### src/rtl/resp_pkg.sv
package resp_pkg;

   typedef enum logic [2:0] {
      K_INFO,
      K_EXT,
      K_ACK,
      K_COND,
      K_ERR
   } frame_kind_e;

   localparam logic [7:0] CMD_INFO  = 8'd1;
   localparam logic [7:0] CMD_EXT   = 8'd2;
   localparam logic [7:0] CMD_RST   = 8'd3;
   localparam logic [7:0] CMD_COND  = 8'd9;

   localparam logic [7:0] RSP_INFO  = 8'd5;
   localparam logic [7:0] RSP_EXT   = 8'd6;
   localparam logic [7:0] RSP_ACK   = 8'd7;
   localparam logic [7:0] RSP_DATA  = 8'd8;
   localparam logic [7:0] RSP_ERR   = 8'hFC;

   localparam logic [31:0] FUNC_W0  = 32'h0000_0001;
   localparam logic [31:0] FUNC_W1  = 32'h000F_06FE;

   function automatic logic [31:0] id_filler(input int k);
      return 32'h2020_2020 ^ 32'(k);
   endfunction

   function automatic logic [31:0] ver_fill(input int j);
      return 32'h7665_7200 | 32'(j);
   endfunction

endpackage

### src/rtl/resp_decode.sv
module resp_decode
   import resp_pkg::*;
#(
   parameter int ID_WORDS  = 28,
   parameter int VER_WORDS = 20
) (
   input  logic [7:0]  code,
   output frame_kind_e kind,
   output logic [7:0]  rsp_code,
   output logic [7:0]  pay_len
);

   always_comb begin
      case (code)
         CMD_INFO: begin kind = K_INFO; rsp_code = RSP_INFO; pay_len = 8'(ID_WORDS);             end
         CMD_EXT:  begin kind = K_EXT;  rsp_code = RSP_EXT;  pay_len = 8'(ID_WORDS + VER_WORDS); end
         CMD_RST:  begin kind = K_ACK;  rsp_code = RSP_ACK;  pay_len = 8'd0;                     end
         CMD_COND: begin kind = K_COND; rsp_code = RSP_DATA; pay_len = 8'd3;                     end
         default:  begin kind = K_ERR;  rsp_code = RSP_ERR;  pay_len = 8'd0;                     end
      endcase
   end

endmodule

### src/rtl/resp_rom.sv
module resp_rom
   import resp_pkg::*;
#(
   parameter int          ID_WORDS  = 28,
   parameter int          VER_WORDS = 20,
   parameter int          ADDR_W    = 6,
   parameter logic [15:0] PWR_STBY  = 16'h01AE,
   parameter logic [15:0] PWR_MAX   = 16'h01F4
) (
   input  logic [ADDR_W-1:0] id_addr,
   input  logic [ADDR_W-1:0] ver_addr,
   output logic [31:0]       id_word,
   output logic [31:0]       ver_word
);

   logic [31:0] id_mem  [ID_WORDS];
   logic [31:0] ver_mem [VER_WORDS];

   for (genvar k = 0; k < ID_WORDS; k++) begin : g_id
      if (k == 0) begin : g_w0
         assign id_mem[k] = FUNC_W0;
      end else if (k == 1) begin : g_w1
         assign id_mem[k] = FUNC_W1;
      end else if (k == ID_WORDS - 1) begin : g_pwr
         assign id_mem[k] = {PWR_MAX, PWR_STBY};
      end else begin : g_fill
         assign id_mem[k] = id_filler(k);
      end
   end

   for (genvar j = 0; j < VER_WORDS; j++) begin : g_ver
      assign ver_mem[j] = ver_fill(j);
   end

   always_comb begin
      id_word = '0;
      for (int k = 0; k < ID_WORDS; k++)
         if (id_addr == ADDR_W'(k)) id_word = id_mem[k];
      ver_word = '0;
      for (int j = 0; j < VER_WORDS; j++)
         if (ver_addr == ADDR_W'(j)) ver_word = ver_mem[j];
   end

endmodule

### src/rtl/resp_seq.sv
module resp_seq #(
   parameter int CNT_W = 6
) (
   input  logic             clk,
   input  logic             rst_n,
   input  logic             start,
   input  logic [CNT_W-1:0] len,
   input  logic             out_ready,
   output logic             busy,
   output logic [CNT_W-1:0] idx,
   output logic             last
);

   logic [CNT_W-1:0] len_q;

   assign last = busy && (idx == len_q);

   always_ff @(posedge clk) begin
      if (!rst_n) begin
         busy  <= 1'b0;
         idx   <= '0;
         len_q <= '0;
      end else if (!busy) begin
         if (start) begin
            busy  <= 1'b1;
            idx   <= '0;
            len_q <= len;
         end
      end else if (out_ready) begin
         if (last) busy <= 1'b0;
         else      idx  <= idx + 1'b1;
      end
   end

endmodule

### src/rtl/resp_responder.sv
module resp_responder
   import resp_pkg::*;
#(
   parameter int          NUM_PORTS = 4,
   parameter int          BTN_W     = 16,
   parameter int          ID_BYTES  = 112,
   parameter int          VER_BYTES = 80,
   parameter logic [15:0] PWR_STBY  = 16'h01AE,
   parameter logic [15:0] PWR_MAX   = 16'h01F4,
   localparam int         PORT_W    = $clog2(NUM_PORTS)
) (
   input  logic                       clk,
   input  logic                       rst_n,
   input  logic                       cmd_valid,
   output logic                       cmd_ready,
   input  logic [7:0]                 cmd_code,
   input  logic [7:0]                 cmd_dst,
   input  logic [7:0]                 cmd_src,
   input  logic [PORT_W-1:0]          cmd_port,
   input  logic [NUM_PORTS*BTN_W-1:0] btn_snap,
   output logic                       rsp_valid,
   input  logic                       rsp_ready,
   output logic [31:0]                rsp_data,
   output logic                       rsp_last,
   output logic                       rsp_eol
);

   localparam int ID_WORDS  = ID_BYTES / 4;
   localparam int VER_WORDS = VER_BYTES / 4;
   localparam int MAX_LEN   = ID_WORDS + VER_WORDS;
   localparam int CNT_W     = $clog2(MAX_LEN + 2);

   if (ID_BYTES % 4 != 0 || VER_BYTES % 4 != 0 || ID_WORDS < 3 || VER_WORDS < 1) begin : g_bad_rom
      $error("resp_responder: ROM sizes must be whole words, at least 3 id and 1 version word");
   end
   if (MAX_LEN > 255) begin : g_bad_len
      $error("resp_responder: payload count must fit the 8-bit header field");
   end
   if (BTN_W != 16 || NUM_PORTS < 2) begin : g_bad_btn
      $error("resp_responder: button snapshots are two bytes wide, at least two ports");
   end

   logic [BTN_W-1:0] port_btn [NUM_PORTS];
   for (genvar p = 0; p < NUM_PORTS; p++) begin : g_port
      assign port_btn[p] = btn_snap[p*BTN_W +: BTN_W];
   end

   frame_kind_e      dec_kind, kind_q;
   logic [7:0]       dec_code, dec_len;
   logic [7:0]       code_q, len_q, dst_q, src_q;
   logic [BTN_W-1:0] btn_q;
   logic             busy, last, accept;
   logic [CNT_W-1:0] idx, pidx;
   logic [31:0]      id_word, ver_word;

   resp_decode #(.ID_WORDS(ID_WORDS), .VER_WORDS(VER_WORDS)) u_dec (
      .code     (cmd_code),
      .kind     (dec_kind),
      .rsp_code (dec_code),
      .pay_len  (dec_len)
   );

   assign accept    = cmd_valid && !busy;
   assign cmd_ready = !busy;

   resp_seq #(.CNT_W(CNT_W)) u_seq (
      .clk       (clk),
      .rst_n     (rst_n),
      .start     (accept),
      .len       (CNT_W'(dec_len)),
      .out_ready (rsp_ready),
      .busy      (busy),
      .idx       (idx),
      .last      (last)
   );

   always_ff @(posedge clk) begin
      if (!rst_n) begin
         kind_q <= K_ACK;
         code_q <= '0;
         len_q  <= '0;
         dst_q  <= '0;
         src_q  <= '0;
         btn_q  <= '0;
      end else if (accept) begin
         kind_q <= dec_kind;
         code_q <= dec_code;
         len_q  <= dec_len;
         dst_q  <= cmd_dst;
         src_q  <= cmd_src;
         btn_q  <= port_btn[cmd_port];
      end
   end

   assign pidx = idx - 1'b1;

   resp_rom #(
      .ID_WORDS (ID_WORDS),
      .VER_WORDS(VER_WORDS),
      .ADDR_W   (CNT_W),
      .PWR_STBY (PWR_STBY),
      .PWR_MAX  (PWR_MAX)
   ) u_rom (
      .id_addr  (pidx),
      .ver_addr (pidx - CNT_W'(ID_WORDS)),
      .id_word  (id_word),
      .ver_word (ver_word)
   );

   always_comb begin
      if (idx == '0) begin
         rsp_data = {len_q, dst_q, src_q, code_q};
      end else begin
         case (kind_q)
            K_INFO:  rsp_data = id_word;
            K_EXT:   rsp_data = (pidx < CNT_W'(ID_WORDS)) ? id_word : ver_word;
            K_COND: begin
               if (pidx == '0)      rsp_data = FUNC_W0;
               else if (pidx == 1)  rsp_data = {16'hFFFF, btn_q[15:8], btn_q[7:0]};
               else                 rsp_data = 32'hFFFF_FFFF;
            end
            default: rsp_data = '0;
         endcase
      end
   end

   assign rsp_valid = busy;
   assign rsp_last  = last;
   assign rsp_eol   = busy && (kind_q == K_ERR);

endmodule

### config.mk
export PLATFORM = sky130hd
export DESIGN_NAME = resp_responder
export DESIGN_NICKNAME = d
export VERILOG_FILES = /design/src/rtl/resp_pkg.sv /design/src/rtl/resp_decode.sv /design/src/rtl/resp_rom.sv /design/src/rtl/resp_seq.sv /design/src/rtl/resp_responder.sv
export SDC_FILE = /design/constraint.sdc
export NUM_CORES = 1
export LEC_CHECK = 0
export ABC_AREA = 1
export BUFFER_PORTS_ARGS = -buffer_cell sky130_fd_sc_hd__clkbuf_2
export CORE_UTILIZATION = 55
export CTS_BUF_LIST = sky130_fd_sc_hd__clkbuf_4 sky130_fd_sc_hd__clkbuf_8 sky130_fd_sc_hd__clkbuf_16
export CTS_CLUSTER_DIAMETER = 120
export CTS_CLUSTER_SIZE = 25
export DETAILED_ROUTE_END_ITERATION = 8
export MAX_ROUTING_LAYER = met4
export PLACE_DENSITY_LB_ADDON = 0.25
export SETUP_SLACK_MARGIN = 0.2
export SYNTH_ARGS = -nofsm -noshare
export SYNTH_HDL_FRONTEND = slang
export SYNTH_SLANG_ARGS = --single-unit
### constraint.sdc
create_clock -name clk -period 8.87 [get_ports clk]
set_clock_uncertainty 0.1 [all_clocks]
set_input_delay 1.774 -clock clk [delete_from_list [all_inputs] [get_ports clk]]
set_output_delay 1.774 -clock clk [all_outputs]
set_load 0.005 [all_outputs]
After elaboration in Yosys (flattened, before gate mapping)
Index checks and enable logic that the tools add are counted.

Output and inout port bits: 36. Register bits: 64.

Order comparisons: 2. $add $sub $neg: 3. Equality and inequality tests: 56. Reductions and logical operators: 11. Bitwise logic cells: 2. Muxes and demuxes: 67.

Operators by type and width (number): 30-bit two-way mux (26); 31-bit two-way mux (20); 6-bit by 4-bit == test with 1-bit output (second input constant) (16); 6-bit by 5-bit == test with 1-bit output (second input constant) (16); 32-bit two-way mux (3); 32-bit one-hot mux with 3 select lines (1); 6-bit by 3-bit == test with 1-bit output (second input constant) (8); 16-bit two-way mux (3); 16-bit binary-select mux with 2-bit select (1); 8-bit one-hot mux with 4 select lines (1); 6-bit by 2-bit == test with 1-bit output (second input constant) (4); 6-bit two-way mux (4); 20-bit two-way mux (1); 6-bit zero test (3); 6-bit one-hot mux with 3 select lines (1); 8-bit by 2-bit == test with 1-bit output (second input constant) (2); 6-bit by 1-bit == test with 1-bit output (second input constant) (2); 3-bit one-hot mux with 4 select lines (1); 8-bit by 1-bit == test with 1-bit output (second input constant) (1); 8-bit by 4-bit == test with 1-bit output (second input constant) (1); 6-bit by 1-bit adder with 6-bit output (second input constant) (1); 6-bit == test (1); 6-bit by 5-bit < comparator with 1-bit output (second input constant) (1); 6-bit by 1-bit subtractor with 6-bit output (second input constant) (1); 15 further kinds (22).

Logic depth before layout (Yosys ltp)
Depth after elaboration: 33. Mapped depth: 25. Mapped depth without buffers: 25.

Modules after synthesis
From an unflattened synthesis, not the netlist that was laid out.

Cell total of the unflattened synthesis: 1043. Area, all modules: 5982.0 µm².

Modules (own cells, without submodules): resp_responder (sequential area each 1021.0 µm², area an instance 4196.5 µm², times used 1, cells an instance 740); resp_rom (sequential area each 0.0 µm², area an instance 782.0 µm², times used 1, cells an instance 139); resp_seq (sequential area each 260.2 µm², area an instance 765.7 µm², times used 1, cells an instance 121); resp_decode (sequential area each 0.0 µm², area an instance 237.7 µm², times used 1, cells an instance 43).

Worst setup path before layout
Ideal clock, no wire load.

Path kind: register to output. From: register u_seq.idx[0]. To: output rsp_data[0]. Slack: 4.779 ns. Buffers on the path: 0. Data arrival time: 2.217 ns. Cell stages (with the launch flop): 25. Cells stage by stage: dfxtp_1 > inv_1 > ha_1 > inv_1 > nand2_1 > nand2_2 > inv_1 > nand2_4 > inv_4 > o21ai_4 > nand2_4 > clkinv_4 > nand2_1 > nand2_1 > nand3_1 > nand2_1 > nand3_1 > nand2_1 > nand3_1 > nand2_1 > nand2_1 > a21oi_1 > nand2_1 > nand2_1 > nand2_1.

Word-level cells in the longest chain between the ends: 33.

Ends and longest elaborated chain: start, declared (line resp_seq.sv:10) `output logic [CNT_W-1:0] idx,`; start signal, assigned (line resp_seq.sv:31) `else idx <= idx + 1'b1;`; 6-bit by 1-bit subtractor with 6-bit output (line resp_responder.sv:95) `assign pidx = idx - 1'b1;`; 6-bit zero test (line resp_rom.sv:38, resp_responder.sv:118); 1-bit two-way mux (line resp_rom.sv:38) `if (id_addr == ADDR_W'(k)) id_word = id_mem[k];`; 20-bit two-way mux (line resp_rom.sv:38); 30-bit two-way mux (26 in a row) (line resp_rom.sv:38); 32-bit two-way mux (line resp_responder.sv:116) `K_EXT: rsp_data = (pidx < CNT_W'(ID_WORDS)) ? id_word : ver_word;`; 32-bit one-hot mux with 3 select lines (line resp_responder.sv:114) `case (kind_q)`; 32-bit two-way mux * (line resp_responder.sv:111) `if (idx == '0) begin`; end, declared (line resp_responder.sv:23) `output logic [31:0] rsp_data,`.

Every way passes the cells marked *; elsewhere a longest branch is shown, timed or not.

Worst setup path in the final report
From: register u_seq.idx[0]. To: output rsp_data[1].

Word-level cells in the longest chain between the ends: 32.

Ends and longest elaborated chain (line): 6-bit by 1-bit subtractor with 6-bit output (resp_responder.sv:95); 6-bit by 1-bit == test with 1-bit output (resp_rom.sv:38, resp_responder.sv:119); 20-bit two-way mux (resp_rom.sv:38); 30-bit two-way mux (26 in a row) (resp_rom.sv:38); 32-bit two-way mux (resp_responder.sv:116); 32-bit one-hot mux with 3 select lines (resp_responder.sv:114); 32-bit two-way mux * (resp_responder.sv:111).

Marked as above.

==> impl_metrics.yaml <==
status:
  outcome: "completed"
global_route:
  overflow: 0
  antenna_found_initial: 0
  grt_usage_pct: 34.5
  grt_max_degree: 34
  grt_pass1_wl_mm: 19.4
  grt_pass1_vias: 4331
die:
  start_util_pct: 57.9
  die_y_um: 84.2
  ioPinCount: 130
  core_area_mm2: 0.00642
  die_w_um: 84.2
  rows: 29
  die_area_mm2: 0.00709
placement:
  hpwlAfterDp_mm: 9.52
  dpl_worst_slack_ps: 4180
  io_buffers: 129
  gp_congestion: 1.05
  dpl_cell_area_mm2: 0.00439
final_layout:
  syn2layout_area_growth_pct: 21.1
  num-fill-cells: 587
  final_area_mm2: 0.00450
  layout_commonest_cell: "clkbuf_2"
  final_nets: 843
  multiInputGateArea_mm2: 0.00231
  ff_latch_area_mm2: 0.00100
  insertedDiodeCount: 0
  drive_gt1_share_pct: 22.6
  layout_common_cells: "clkbuf_2, nand2_1, nor2_1"
clocking:
  htree_levels: 2
  postCtsSetupBuffers: 0
  cts_tree: "yes"
  cts_buffer_depth: 2
  cts_root_buffer: "clkbuf_8"
  cts_made_buffers: 5
  clk_latency_ps: 310
  cts_hold_buf: 0
  ctsResizeCount: 0
  clock-sinks: 50
  path_clk_slew_ps: 90
worst_setup_path:
  crit_type: "reg2out"
  critPathRequiredTime_ps: 7000
  startpoint_type: "flip-flop"
  worst-path-max-fanout: 12
  end_kind: "primary output"
  arrival_ps: 3230
power_and_ir_drop:
  p_leak_nw: 2.24
  power.density_mw_per_mm2: 115
  power.switching_uw: 146
  power_uw: 517
  power_frac_seq_pct: 47.5
  combPwrFrac_pct: 20.5
  p_int_uw: 371
  swShare_pct: 28.3
  ir_drop_uv: 103
  p_clk_share_pct: 32.0
route:
  wirelength_mm: 11.8
  postRouteAntennaNets: 0
  dr.pass1.iters: 5
  drc_errors: 0
  routedWlPerCell_um: 14.4
  vias_per_cell: 5.67
  drt_iter0_drc: 309
  vias: 4656
sta:
  maxSlewViolCount: 0
  hold_viol_final: 0
  tightest_slew_ps: 839
  setup_violations: 0
  finalCriticalPeriod_ps: 5100
  grt_setup_unrepaired: "no"
  holdWs_ps: 388
  tns_ps: 0
  postLayoutSetupSlackWorst_ps: 3770
  slew-limit-headroom_pct: 44.0
  post-route-period-util_pct: 57.5
  fmax_mhz: 196
worst_hold_path:
  hp-class: "reg2reg"
logic_synthesis:
  synth_nets: 727
  synth_warnings: 0
  seq_area_frac_synth_pct: 26.9
  synth_edf_count: 0
  synth.area.top_cells: "dfxtp_1, o21ai_0, nand2_1, nor2_1, inv_1"
  synth_top_area_share_pct: 26.9
  synth_ff_type: "dfxtp_1"
  async_flop_share_pct: 0
  synth.largest_area_cell: "dfxtp_1"
  netlist_instances: 627
  ys_ff_latch: 50
  syn-cell-area_mm2: 0.00372
  yosysUniqueCellTypes: 40
  synth_area_per_cell_um2: 5.93
run:
  drv_cap: 0
cell families (layout without fill, tap and decap cells):
logic type	count (synthesis)	count (layout)	share of synthesized area, %
AND/OR/NAND/NOR	292	292	33.5
AO/OA/AOI/OAI	172	172	26.2
buffers and inverters	105	222	10.8
flip-flops	50	50	26.9
adder cells (fa/ha/maj)	6	6	2.02
XOR/XNOR	2	2	0.471
worst max-delay path, stage by stage (launching register included):
cell      delay [ps]
dfxtp_1          460
inv_1            190
ha_1             280
nand2_1           80
nand2_1           90
nand2_4          120
inv_2             70
nand2_4          130
inv_2            100
nand2_1          320
inv_1            220
nor3_1           220
nand2_1           70
nor3_1           130
nand3_1          100
nand2_1           80
o221ai_1         110
clkbuf_2         170
power groups by stage:
stage	clock network (mW)	registers [mW]	logic [mW]
global route	0.175	0.247	0.118
floorplan	0	0.247	0.0600
detailed placement	0	0.250	0.104
CTS	0.165	0.245	0.105
finish	0.166	0.246	0.106
global placement	0	0.249	0.101
layer usage:
metal  vias to the layer above  part of all wire (%)  track usage [%]
met2                       263                    47             58.3
met3                        54                   6.9             4.13
met5                         -                     0                -
met4                         0                   4.4             16.9
li1                       2307                     -                -
met1                      2032                    41             40.7
cells in the mapped netlist, types with 2 or more instances:
master	instances
nand2_1	125
nor2_1	111
o21ai_0	101
inv_1	72
dfxtp_1	50
a21oi_1	19
clkbuf_1	19
nand3_1	19
a31oi_1	16
nor3_1	9
inv_2	8
o211ai_1	8
nand2_2	7
ha_1	6
nand2_4	5
nand4_1	5
nor4_1	5
o21ai_1	5
o221ai_1	5
o22ai_1	5
nor2_2	3
o2111ai_1	3
a211oi_1	2
clkinv_1	2
o21a_1	2
flip-flops by register name, indices dropped and copies added (netlist names):
name         flops
u_seq.busy       1
btn_q           16
src_q            8
dst_q            8
code_q           5
kind_q           2
u_seq.len_q      1
len_q            3
u_seq.idx        6
through the flow:
step                      util, %  cells
after floorplan                 -    627
after global placement       68.3    813
after detailed placement     68.3    813
after CTS                    70.1    821
after global routing         70.1    821
final                        70.1    821
worst paths after layout:
kind / from / to / slack, ps / cells after the start
worst min-delay path: src_q[2] / src_q[2] / 390 / 2
worst max-delay path: u_seq.idx[0] / rsp_data[1] / 3770 / 17
worst min register to register: src_q[2] / src_q[2] / 390 / 2
worst max register to register: u_seq.busy / u_seq.idx[5] / 6390 / 8
layout make-up:
cell class | count | share of cell area [%]
flip-flops and latches | 50 | 22.2
well taps | 77 | 2.14
inverters | 84 | 7.17
repair buffers | 130 | 14.5
clock buffers | 7 | 1.86
clock inverters | 1 | 0.667
multi-input cells | 472 | 51.4
(Power assumes the default switching activity.)
